**src/rtl/fpt_pkg.sv**
```systemverilog
package fpt_pkg;
   localparam int unsigned VA_W  = 32;
   localparam int unsigned PG_SH = 12;
   localparam int unsigned VPN_W = VA_W - PG_SH;

   typedef logic [VPN_W-1:0] vpn_t;

   // register indices
   localparam logic [2:0] RA_BASE = 3'd0;
   localparam logic [2:0] RA_EN   = 3'd1;
   localparam logic [2:0] RA_CMD  = 3'd2;
   localparam logic [2:0] RA_LO   = 3'd3;
   localparam logic [2:0] RA_HI   = 3'd4;
   localparam logic [2:0] RA_DONE = 3'd5;

   localparam logic [31:0] CMD_RANGE = 32'h1;
   localparam logic [31:0] CMD_ALL   = 32'h2;

   localparam int unsigned DSC_VLD = 1;
   localparam int unsigned DSC_NS  = 3;

   typedef struct packed {
      logic all;
      logic range;
      vpn_t lo;
      vpn_t hi;
   } inval_t;
endpackage

```
**src/rtl/fpt_regs.sv**
```systemverilog
module fpt_regs
   import fpt_pkg::*;
(
   input  logic        clk,
   input  logic        rst_n,
   input  logic        reg_we,
   input  logic [2:0]  reg_addr,
   input  logic [31:0] reg_wdata,
   output logic [31:0] reg_rdata,
   output logic [31:0] base,
   output inval_t      inv,
   output logic        done
);
   logic [31:0] base_q;
   logic [1:0]  en_q;
   vpn_t        lo_q, hi_q;
   logic        done_q;
   logic        cmd_go;

   assign cmd_go    = reg_we && (reg_addr == RA_CMD) && (en_q == 2'b11);
   assign inv.all   = cmd_go && (reg_wdata == CMD_ALL);
   assign inv.range = cmd_go && (reg_wdata == CMD_RANGE);
   assign inv.lo    = lo_q;
   assign inv.hi    = hi_q;
   assign base      = base_q;
   assign done      = done_q;

   always_ff @(posedge clk or negedge rst_n) begin
      if (!rst_n) begin
         base_q <= '0;
         en_q   <= '0;
         lo_q   <= '0;
         hi_q   <= '0;
         done_q <= 1'b0;
      end else begin
         if (reg_we && reg_addr == RA_BASE) base_q <= reg_wdata;
         if (reg_we && reg_addr == RA_EN)   en_q   <= reg_wdata[1:0];
         if (reg_we && reg_addr == RA_LO)   lo_q   <= reg_wdata[VA_W-1:PG_SH];
         if (reg_we && reg_addr == RA_HI)   hi_q   <= reg_wdata[VA_W-1:PG_SH];
         if (inv.range)
            done_q <= 1'b1;
         else if (reg_we && reg_addr == RA_DONE && reg_wdata == '0)
            done_q <= 1'b0;
      end
   end

   always_comb begin
      case (reg_addr)
         RA_BASE: reg_rdata = base_q;
         RA_EN:   reg_rdata = {30'd0, en_q};
         RA_LO:   reg_rdata = {lo_q, {PG_SH{1'b0}}};
         RA_HI:   reg_rdata = {hi_q, {PG_SH{1'b0}}};
         RA_DONE: reg_rdata = {31'd0, done_q};
         default: reg_rdata = '0;
      endcase
   end
endmodule

```
**src/rtl/fpt_tlb.sv**
```systemverilog
module fpt_tlb
   import fpt_pkg::*;
#(
   parameter int unsigned ENTRIES = 4
)(
   input  logic               clk,
   input  logic               rst_n,
   input  vpn_t               lk_vpn,
   output logic               lk_hit,
   output vpn_t               lk_ppn,
   output logic               lk_ns,
   output logic [ENTRIES-1:0] hit_vec,
   input  logic               fill_en,
   input  vpn_t               fill_vpn,
   input  vpn_t               fill_ppn,
   input  logic               fill_ns,
   input  inval_t             inv
);
   localparam int unsigned IW = (ENTRIES > 1) ? $clog2(ENTRIES) : 1;

   logic [IW-1:0] rr_q;
   vpn_t          ppn_arr [ENTRIES];
   logic [ENTRIES-1:0] ns_vec;

   always_ff @(posedge clk or negedge rst_n) begin
      if (!rst_n)
         rr_q <= '0;
      else if (fill_en)
         rr_q <= (rr_q == IW'(ENTRIES-1)) ? '0 : rr_q + 1'b1;
   end

   for (genvar i = 0; i < ENTRIES; i++) begin : g_ent
      logic vld_q;
      vpn_t tag_q;
      vpn_t ppn_q;
      logic ns_q;
      logic in_rng;
      logic victim;

      assign victim     = fill_en && (rr_q == IW'(i));
      assign in_rng     = (tag_q >= inv.lo) && (tag_q <= inv.hi);
      assign hit_vec[i] = vld_q && (tag_q == lk_vpn);
      assign ppn_arr[i] = ppn_q;
      assign ns_vec[i]  = ns_q;

      always_ff @(posedge clk or negedge rst_n) begin
         if (!rst_n)
            vld_q <= 1'b0;
         else if (inv.all || (inv.range && in_rng))
            vld_q <= 1'b0;
         else if (victim)
            vld_q <= 1'b1;
      end

      always_ff @(posedge clk) begin
         if (victim) begin
            tag_q <= fill_vpn;
            ppn_q <= fill_ppn;
            ns_q  <= fill_ns;
         end
      end
   end

   always_comb begin
      lk_ppn = '0;
      lk_ns  = 1'b0;
      for (int i = 0; i < ENTRIES; i++) begin
         if (hit_vec[i]) begin
            lk_ppn = lk_ppn | ppn_arr[i];
            lk_ns  = lk_ns | ns_vec[i];
         end
      end
   end

   assign lk_hit = |hit_vec;
endmodule

```
**src/rtl/fpt_walker.sv**
```systemverilog
module fpt_walker
   import fpt_pkg::*;
(
   input  logic        clk,
   input  logic        rst_n,
   input  logic        req_valid,
   input  logic [31:0] req_vaddr,
   input  logic        lk_hit,
   input  vpn_t        lk_ppn,
   input  logic        lk_ns,
   input  logic [31:0] base,
   output logic        mem_rd_req,
   output logic [31:0] mem_rd_addr,
   input  logic        mem_rd_ack,
   input  logic [31:0] mem_rd_data,
   output logic        fill_en,
   output vpn_t        fill_vpn,
   output vpn_t        fill_ppn,
   output logic        fill_ns,
   output logic        rsp_valid,
   output logic [31:0] rsp_paddr,
   output logic        rsp_nonsec,
   output logic        rsp_fault
);
   typedef enum logic [1:0] {S_LOOK, S_WAIT, S_FLT} st_e;

   st_e         st_q;
   logic [31:0] addr_q;
   vpn_t        vpn_q;
   vpn_t        req_vpn;
   logic        look_hit;
   logic        unused_dsc;

   assign req_vpn    = req_vaddr[VA_W-1:PG_SH];
   assign unused_dsc = ^{mem_rd_data[PG_SH-1:DSC_NS+1], mem_rd_data[2], mem_rd_data[0]};

   always_ff @(posedge clk or negedge rst_n) begin
      if (!rst_n) begin
         st_q   <= S_LOOK;
         addr_q <= '0;
         vpn_q  <= '0;
      end else begin
         case (st_q)
            S_LOOK: if (req_valid && !lk_hit) begin
               st_q   <= S_WAIT;
               vpn_q  <= req_vpn;
               addr_q <= base + 32'({req_vpn, 2'b00});
            end
            S_WAIT: if (mem_rd_ack)
               st_q <= mem_rd_data[DSC_VLD] ? S_LOOK : S_FLT;
            S_FLT:   st_q <= S_LOOK;
            default: st_q <= S_LOOK;
         endcase
      end
   end

   assign mem_rd_req  = (st_q == S_WAIT);
   assign mem_rd_addr = addr_q;

   assign fill_en  = (st_q == S_WAIT) && mem_rd_ack && mem_rd_data[DSC_VLD];
   assign fill_vpn = vpn_q;
   assign fill_ppn = mem_rd_data[VA_W-1:PG_SH];
   assign fill_ns  = mem_rd_data[DSC_NS];

   assign look_hit   = (st_q == S_LOOK) && req_valid && lk_hit;
   assign rsp_fault  = (st_q == S_FLT);
   assign rsp_valid  = look_hit || rsp_fault;
   assign rsp_paddr  = look_hit ? {lk_ppn, req_vaddr[PG_SH-1:0]} : '0;
   assign rsp_nonsec = look_hit && lk_ns;
endmodule

```
**src/rtl/fpt_xlate.sv**
```systemverilog
module fpt_xlate
   import fpt_pkg::*;
#(
   parameter int unsigned ENTRIES = 4
)(
   input  logic        clk,
   input  logic        rst_n,
   input  logic        req_valid,
   input  logic [31:0] req_vaddr,
   output logic        rsp_valid,
   output logic [31:0] rsp_paddr,
   output logic        rsp_nonsec,
   output logic        rsp_fault,
   output logic        mem_rd_req,
   output logic [31:0] mem_rd_addr,
   input  logic        mem_rd_ack,
   input  logic [31:0] mem_rd_data,
   input  logic        reg_we,
   input  logic [2:0]  reg_addr,
   input  logic [31:0] reg_wdata,
   output logic [31:0] reg_rdata
);
   if (ENTRIES < 2) begin : g_bad_entries
      $error("fpt_xlate: ENTRIES must be at least 2");
   end
   if (VA_W != 32 || PG_SH != 12) begin : g_bad_geom
      $error("fpt_xlate: only 32-bit addresses with 4 KB pages are supported");
   end

   logic [31:0]        tbl_base;
   inval_t             inv;
   logic               range_done;
   logic               lk_hit, lk_ns;
   vpn_t               lk_ppn;
   logic [ENTRIES-1:0] tlb_hits;
   logic               fill_en, fill_ns;
   vpn_t               fill_vpn, fill_ppn;

   fpt_regs u_regs (
      .clk(clk), .rst_n(rst_n),
      .reg_we(reg_we), .reg_addr(reg_addr), .reg_wdata(reg_wdata),
      .reg_rdata(reg_rdata), .base(tbl_base), .inv(inv), .done(range_done)
   );

   fpt_tlb #(.ENTRIES(ENTRIES)) u_tlb (
      .clk(clk), .rst_n(rst_n),
      .lk_vpn(req_vaddr[VA_W-1:PG_SH]), .lk_hit(lk_hit), .lk_ppn(lk_ppn),
      .lk_ns(lk_ns), .hit_vec(tlb_hits),
      .fill_en(fill_en), .fill_vpn(fill_vpn), .fill_ppn(fill_ppn),
      .fill_ns(fill_ns), .inv(inv)
   );

   fpt_walker u_walk (
      .clk(clk), .rst_n(rst_n),
      .req_valid(req_valid), .req_vaddr(req_vaddr),
      .lk_hit(lk_hit), .lk_ppn(lk_ppn), .lk_ns(lk_ns), .base(tbl_base),
      .mem_rd_req(mem_rd_req), .mem_rd_addr(mem_rd_addr),
      .mem_rd_ack(mem_rd_ack), .mem_rd_data(mem_rd_data),
      .fill_en(fill_en), .fill_vpn(fill_vpn), .fill_ppn(fill_ppn),
      .fill_ns(fill_ns),
      .rsp_valid(rsp_valid), .rsp_paddr(rsp_paddr),
      .rsp_nonsec(rsp_nonsec), .rsp_fault(rsp_fault)
   );
endmodule

```
**config.mk**
```make
export PLATFORM = sky130hd
export DESIGN_NAME = fpt_xlate
export DESIGN_NICKNAME = d
export VERILOG_FILES = /design/src/rtl/fpt_pkg.sv /design/src/rtl/fpt_regs.sv /design/src/rtl/fpt_tlb.sv /design/src/rtl/fpt_walker.sv /design/src/rtl/fpt_xlate.sv
export SDC_FILE = /design/constraint.sdc
export NUM_CORES = 1
export LEC_CHECK = 0
export BUFFER_PORTS_ARGS = -buffer_cell sky130_fd_sc_hd__buf_2
export CAP_MARGIN = 20
export CORE_ASPECT_RATIO = 1.75
export CORE_UTILIZATION = 50
export DETAILED_ROUTE_END_ITERATION = 16
export GPL_TIMING_DRIVEN = 0
export PLACE_DENSITY = 0.66
export RECOVER_POWER = 25
export SYNTH_ARGS = -nofsm -noshare
export SYNTH_HDL_FRONTEND = slang
export SYNTH_HIERARCHICAL = 1
export SYNTH_SLANG_ARGS = --single-unit
```
**constraint.sdc**
```tcl
create_clock -name clk -period 4.1 [get_ports clk]
set_input_delay 0.82 -clock clk [delete_from_list [all_inputs] [get_ports clk]]
set_output_delay 0.82 -clock clk [all_outputs]
set_load 0.005 [all_outputs]
```
; After elaboration in Yosys (flattened, before gate mapping)
; Index checks and enable logic that the tools add are counted.
[totals]
input_bits = 104
ff_bits = 299
wordCells = 135
out_inout_bits = 100
[classes]
n_eq_ne = 19
order_cmp = 8
n_reduce_logical = 50
addsub = 2
n_mux = 25
bitwise = 6
[op_table]
columns = operator, n
row1 = one-hot mux 32 bit (5 select lines), 1
row2 = == test 20 bit, 4
row3 = greater-or-equal comparator 20 bit, 4
row4 = <= comparator 20 bit, 4
row5 = two-way mux 20 bit, 4
row6 = bitwise OR 20 bit, 3
row7 = adder 32 x 22 -> 32 bit, 1
row8 = == test 32 x 1 -> 1 bit (second input constant), 1
row9 = == test 32 x 2 -> 1 bit (second input constant), 1
row10 = logical AND 1 bit, 32
row11 = zero test 32 bit, 1
row12 = two-way mux 32 bit, 1
row13 = two-way mux 1 bit, 14
row14 = nonzero test 2 bit, 5
row15 = == test 2 bit (second input constant), 4
row16 = two-way mux 2 bit, 4
row17 = == test 3 x 2 -> 1 bit (second input constant), 2
row18 = == test 3 bit (second input constant), 2
row19 = logical OR 1 bit, 5
row20 = == test 2 x 1 -> 1 bit (second input constant), 2
row21 = zero test 2 bit, 2
row22 = inequality test 2 x 1 -> 1 bit (second input constant), 2
row23 = one-hot mux 2 bit (2 select lines), 1
row24 = AND reduction 2 bit, 2
row25 = 6 further kinds, 8

; Depth between registers and ports, before layout
[depth]
depth_word = 10
mapped_depth = 10
depth_no_buf = 10

; By module
; Netlist, hierarchy kept.
[modules_own_cells]
columns = mod, seq_area_each_um2, n_inst, area_each_um2, cells_each
row1 = fpt_tlb, 5074.9, 1, 10189.8, 813
row2 = fpt_walker, 1351.3, 1, 3722.3, 409
row3 = fpt_regs, 1876.8, 1, 3712.3, 275

; Worst setup path before layout
; No wires, ideal clock.
[synth_path]
path_type = input to output
start = input port req_vaddr[16]
end = output port rsp_paddr[10]
t_required_ps = 3280
path_slack_ps = 749
path_stages = 8
path_buffers = 2
arrival_ps = 2531
path_cell_list = clkbuf_1 -> xnor2_1 -> nand4_1 -> nor4_4 -> or4_2 -> and3_1 -> clkbuf_1 -> and2_1
[synth_between]
elab_chain_cells = 5
word_cells_on_any_way = 11
cone_classes = eq/ne: 4 / mux: 1 / reduce/logical: 6
[synth_rtl]
columns = item, line_no
row1 = from (decl), fpt_xlate.sv:9  ; input logic [31:0] req_vaddr,
row2 = == test 20 bit, fpt_tlb.sv:42  ; assign hit_vec[i] = vld_q && (tag_q == lk_vpn);
row3 = logical AND 1 bit, fpt_tlb.sv:42
row4 = OR reduction 4 bit *, fpt_tlb.sv:75  ; assign lk_hit = |hit_vec;
row5 = named net lk_hit, fpt_xlate.sv:33  ; logic lk_hit, lk_ns;
row6 = logical AND 1 bit *, fpt_walker.sv:65  ; assign look_hit = (st_q == S_LOOK) && req_valid && lk_hit;
row7 = two-way mux 32 bit *, fpt_walker.sv:68  ; assign rsp_paddr = look_hit ? {lk_ppn, req_vaddr[PG_SH-1:0]} : '0;
row8 = to (decl), fpt_xlate.sv:11  ; output logic [31:0] rsp_paddr,
; Mark *: on every way through the listed nets, which the timed path passes. The rest lies on a longest branch.

; Final worst setup path
[layout_path]
start = input port req_vaddr[20]
end = output port rsp_paddr[16]
[layout_between]
elab_chain_cells = 10
word_cells_on_any_way = 18
cone_classes = eq/ne: 4 / mux: 5 / bitwise: 3 / reduce/logical: 6
[layout_rtl]
columns = item, line_no
row1 = == test 20 bit, fpt_tlb.sv:42
row2 = logical AND 1 bit, fpt_tlb.sv:42
row3 = two-way mux 20 bit, fpt_tlb.sv:68  ; if (hit_vec[i]) begin
row4 = bitwise OR 20 bit, fpt_tlb.sv:69  ; lk_ppn = lk_ppn | ppn_arr[i];
row5 = two-way mux 20 bit, fpt_tlb.sv:68
row6 = bitwise OR 20 bit, fpt_tlb.sv:69
row7 = two-way mux 20 bit, fpt_tlb.sv:68
row8 = bitwise OR 20 bit, fpt_tlb.sv:69
row9 = two-way mux 20 bit *, fpt_tlb.sv:68
row10 = named net lk_ppn[4], fpt_xlate.sv:34  ; vpn_t lk_ppn;
row11 = two-way mux 32 bit *, fpt_walker.sv:68
; Marked as above.

==> results.md <==
- The flow ran to the end, but the final reports show violations.
- The checks that failed: max-capacitance violations, max-slew violations.
- The clock reaches the later pin of the worst-skew pair after 0.57 ns.
- The slew at the pin with the worst max-slew slack is 2.846 ns.
- In the global route stage, overall resource usage came out at 32.38%.
- The most instantiated library cell after synthesis is ha_1.
- The clock passes through at most 3 buffers.
- The synthesized design contains 299 register bits.
- VDD sags by at most 0.0004383 V.
- The height of the die is 250.4 um.
- In this run the tool buffered the top-level ports with 170 buffer cells.
- The detail route stage leaves a number of antenna-violating nets equal to 0.
- The critical path class is in2out.
- After global routing the overflow that remains totals 0.
- The number of antenna violations at the first check in global routing is 0.
- In the routed layout, each cell is associated on average with a via count of 5.923.
- The required time of the critical path is 3.28 ns.
- Entering global routing, the biggest net connects 90 pins.
- Sorting the synthesized cells by how often they occur yields 184 x ha_1, 164 x edfxtp_1, 135 x dfrtp_1.
- Among the stages of the critical path, the cell type that occurs most often is buf_2.
- Sorting the synthesized cells by area gives the leading types as edfxtp_1 28%, dfrtp_1 19%, ha_1 13%.
- Counting every instance in the synthesized netlist gives 1,497.
- The fill cell instance count of the final layout is 3,014.
- Data on the critical path arrives at its endpoint at 3.18 ns.
- The fraction of registers with async set or reset after synthesis is 45.15%.
- The worst hold path depth is 2.
- The cell leakage power is 8.651 nW.
- After layout, the minimum clock period comes to 3.997 ns.
- The number of different library cells in the post-synthesis netlist is 77.
- The routed wire length is 56.74 mm.
- The die width is 143.9 um.
- The HPWL after detailed placement is 44.79 mm.
- The number of clock buffers inserted by TritonCTS is 28.
- The maximum level of the CTS H-tree is 1.
- The total number of vias is 12,977.
- The worst hold path belongs to the class in2reg.
- In the final routed layout, each cell accounts on average for 25.90 um.
- The flip-flop and latch area is 8303 sq um.
- After synthesis, the mean cell area works out to 11.77 sq um.
- The number of clock sinks is 299.
- After layout, the worst path uses 97.48% of the clock period.
- The final design utilization is 58.50%.
- The number of hold violations in the final report is 0.
- The dominant cell type by area after synthesis is edfxtp_1.
- The number of maximum-capacitance violations is 1.
- The top achievable clock speed is 250.2 MHz.
- The count of TritonRoute iterations in the first routing pass is 5.
- The post-detailed-route DRC marker count is 0.
- Power spread over the standard cell area amounts to 483.0 nW/um^2.
- The number of pins exceeding their max-slew limit in the final report is 47.
- The layout cell share with drive strength beyond 1 is 22.89%.
- TritonCTS built the clock tree.
- The number of global-route vias before repair came to 13,336.
- The sequential fraction of the synthesis area is 47.11%.
- Row generation in the floorplan step produced 90 rows.
- The net count after synthesis is 1,786.
- Across the routed clock network, the largest skew measured is 0.01486 ns.
- The endpoint kind of the worst setup timing path is an output pin.
- The synthesized netlist occupies a cell area of 17,620 sq um.
- The first global-routing pass estimated 83.67 mm of wire.
- The core outline area is 34,570 sq um.
- Of all nets on the critical path, the largest fanout is 10.
- The cell at the root of the clock tree is clkbuf_16.
- Clock-pin slew was measured on the worst setup and hold paths at 0.06 ns.
- The effective utilization at floorplan is 50.98%.
- The initial DRC count is 799.
- The post-synthesis to final-layout area growth is 14.74%.
- The total of hold buffers inserted after clock tree synthesis is 0.
- The worst slew margin relative to its limit is -89.72%.
- The most frequently used flop master after synthesis is edfxtp_1.
- The die covers 36,030 sq um.
- The number of primary I/O pins is 204.
- The critical-path cell with the highest stage delay is nor4_4.
- Traced cell by cell, the critical path runs through buf_2 > xor2_1 > nor4_1 > nand3_1 > nor4_4 > buf_4 > buf_2 > a22oi_1 > nand2_1 > and2_1 > buf_2.
- The layout net count is 1,997.
- The setup slack of the critical path after layout is 0.1035 ns.
- The synthesized design contains 164 enable-type register cells.
- For this run, the number of Yosys warnings is 6.
- The worst setup slack before clock tree synthesis is -0.4024 ns.
- Setup violations remaining at the end of the flow were counted as 0.
- The global placer's final weighted congestion is 0.9640.
- The worst setup path is launched from an input pin.
- In the final layout, the multi-input gates occupy 8625 sq um.
- Summed over its instances, the top area cell type makes up 27.94% of the synthesized netlist area.
- The maximum cell stage delay along the critical path is 0.40 ns.
- The number of cell instances on the worst register-to-register path is 9.
-- sequential cells by signal, summed over array words and instances, names as in the netlist --
register            cells
u_tlb/rr_q              2
u_regs/done             1
u_walk/mem_rd_addr     32
u_regs/lo_q            20
u_regs/hi_q            20
u_walk/st_q             2
u_tlb/g_ent.ns_q        4
u_regs/base            32
u_walk/fill_vpn        20
u_tlb/g_ent.ppn_q      80
u_tlb/g_ent.vld_q       4
u_regs/en_q             2
u_tlb/g_ent.tag_q      80
-- worst max-delay path, delay by kind of cell --
family,cells,cell delay (ns)
AND/OR/NAND/NOR,5,1.12
buffers and inverters,4,0.93
XOR/XNOR,1,0.18
AO/OA/AOI/OAI,1,0.12
-- path summary, 6_finish.rpt --
check,slack [ns],start,to
setup / recovery,0.10,req_vaddr[20],rsp_paddr[16]
hold / removal,0.42,mem_rd_data[1],u_walk/st_q[1]$_DFFE_PN0P_
setup reg to reg,0.50,u_tlb/g_ent[0].tag_q[11]$_DFFE_PP_,u_walk/mem_rd_addr[5]$_DFFE_PN0P_
hold reg to reg,0.48,u_walk/mem_rd_addr[25]$_DFFE_PN0P_,u_walk/mem_rd_addr[25]$_DFFE_PN0P_
max in group asynchronous,1.31,rst_n,u_walk/fill_vpn[11]$_DFFE_PN0P_
min in group asynchronous,1.15,rst_n,u_walk/mem_rd_addr[21]$_DFFE_PN0P_
-- cells by family (layout without fill, tap and decap cells) --
| logic type | after synthesis | after routing | synth area share [%] |
|---|---|---|---|
| simple gates | 366 | 366 | 11.23 |
| compound gates | 312 | 312 | 11.81 |
| flops | 299 | 299 | 47.11 |
| fa+ha+maj | 185 | 185 | 13.18 |
| buf+inv | 131 | 364 | 4.082 |
| xor+xnor | 105 | 105 | 5.218 |
| mux | 99 | 99 | 7.369 |
| other cells | 0 | 1 | 0 |
-- cells in the final DEF (no fill, tap or decap), drive strengths merged, types with 5 or more instances in the layout --
master and count:
inv 65, nand2 115, nand3 25, a22oi 62
nor2b 14, nor3 9, and2 54, a21oi 75
xor2 45, or4 5, ha 184, xnor2 60
and3 7, nor4 23, mux2 96, a211oi 12
buf 211, clkinv 10, o21ai 81, nand2b 11
dfrtp 135, o31ai 8, o211ai 13, edfxtp 164
nand4 46, a21o 20, nor2 41, o21bai 5
clkbuf 67, o2111ai 13, bufinv 7
-- what timing repair did --
item / CTS / global route
pin swaps: 4 / 4
setup endpoints to repair: 31 / 30
setup buffers: 4 / 1
resized for setup: 7 / 4
-- power by group --
part / leakage (nW) / switching (mW) / internal (mW)
Combinational: 5.06 / 1.57 / 1.15
Sequential: 3.09 / 0.411 / 3.71
Clock: 0.500 / 1.19 / 1.74
-- metrics by stage --
step / hold slack [ns] / instances / setup TNS, ns / total power, mW / area, sq um
floorplan: 0.4668 / 1497 / 0 / 5.760 / 17620
global placement: 0.4659 / 2127 / -13.09 / 6.760 / 19050
detailed placement: 0.4684 / 2133 / -14.32 / 6.863 / 19200
CTS: 0.1813 / 2189 / 0 / 9.813 / 20290
global route: 0.4222 / 2190 / -0.007818 / 10.23 / 20220
finish: 0.4154 / 2191 / 0 / 9.768 / 20220
-- layer usage --
metal / vias to the layer above / part of all wire, % / track usage, % / wire length [um]
li1: 5984 / - / - / -
met1: 6393 / 36 / 35.68 / 20490
met2: 454 / 52 / 57.85 / 29650
met3: 146 / 4.2 / 3.441 / 2388
met4: 0 / 7.4 / 21.34 / 4208
met5: - / 0 / 0 / 0
-- layout make-up --
| class | instances | area share, % |
|---|---|---|
| Timing Repair Buffer | 181 | 5.055 |
| Multi-Input combinational cell | 1067 | 42.65 |
| Buffer | 68 | 2.042 |
| Tap cell | 460 | 2.846 |
| Sequential cell | 299 | 41.06 |
| Antenna cell | 1 | 0.01237 |
| Clock buffer | 29 | 3.588 |
| Inverter | 63 | 1.169 |
| Clock inverter | 23 | 1.584 |
(Power assumes the default switching activity.)
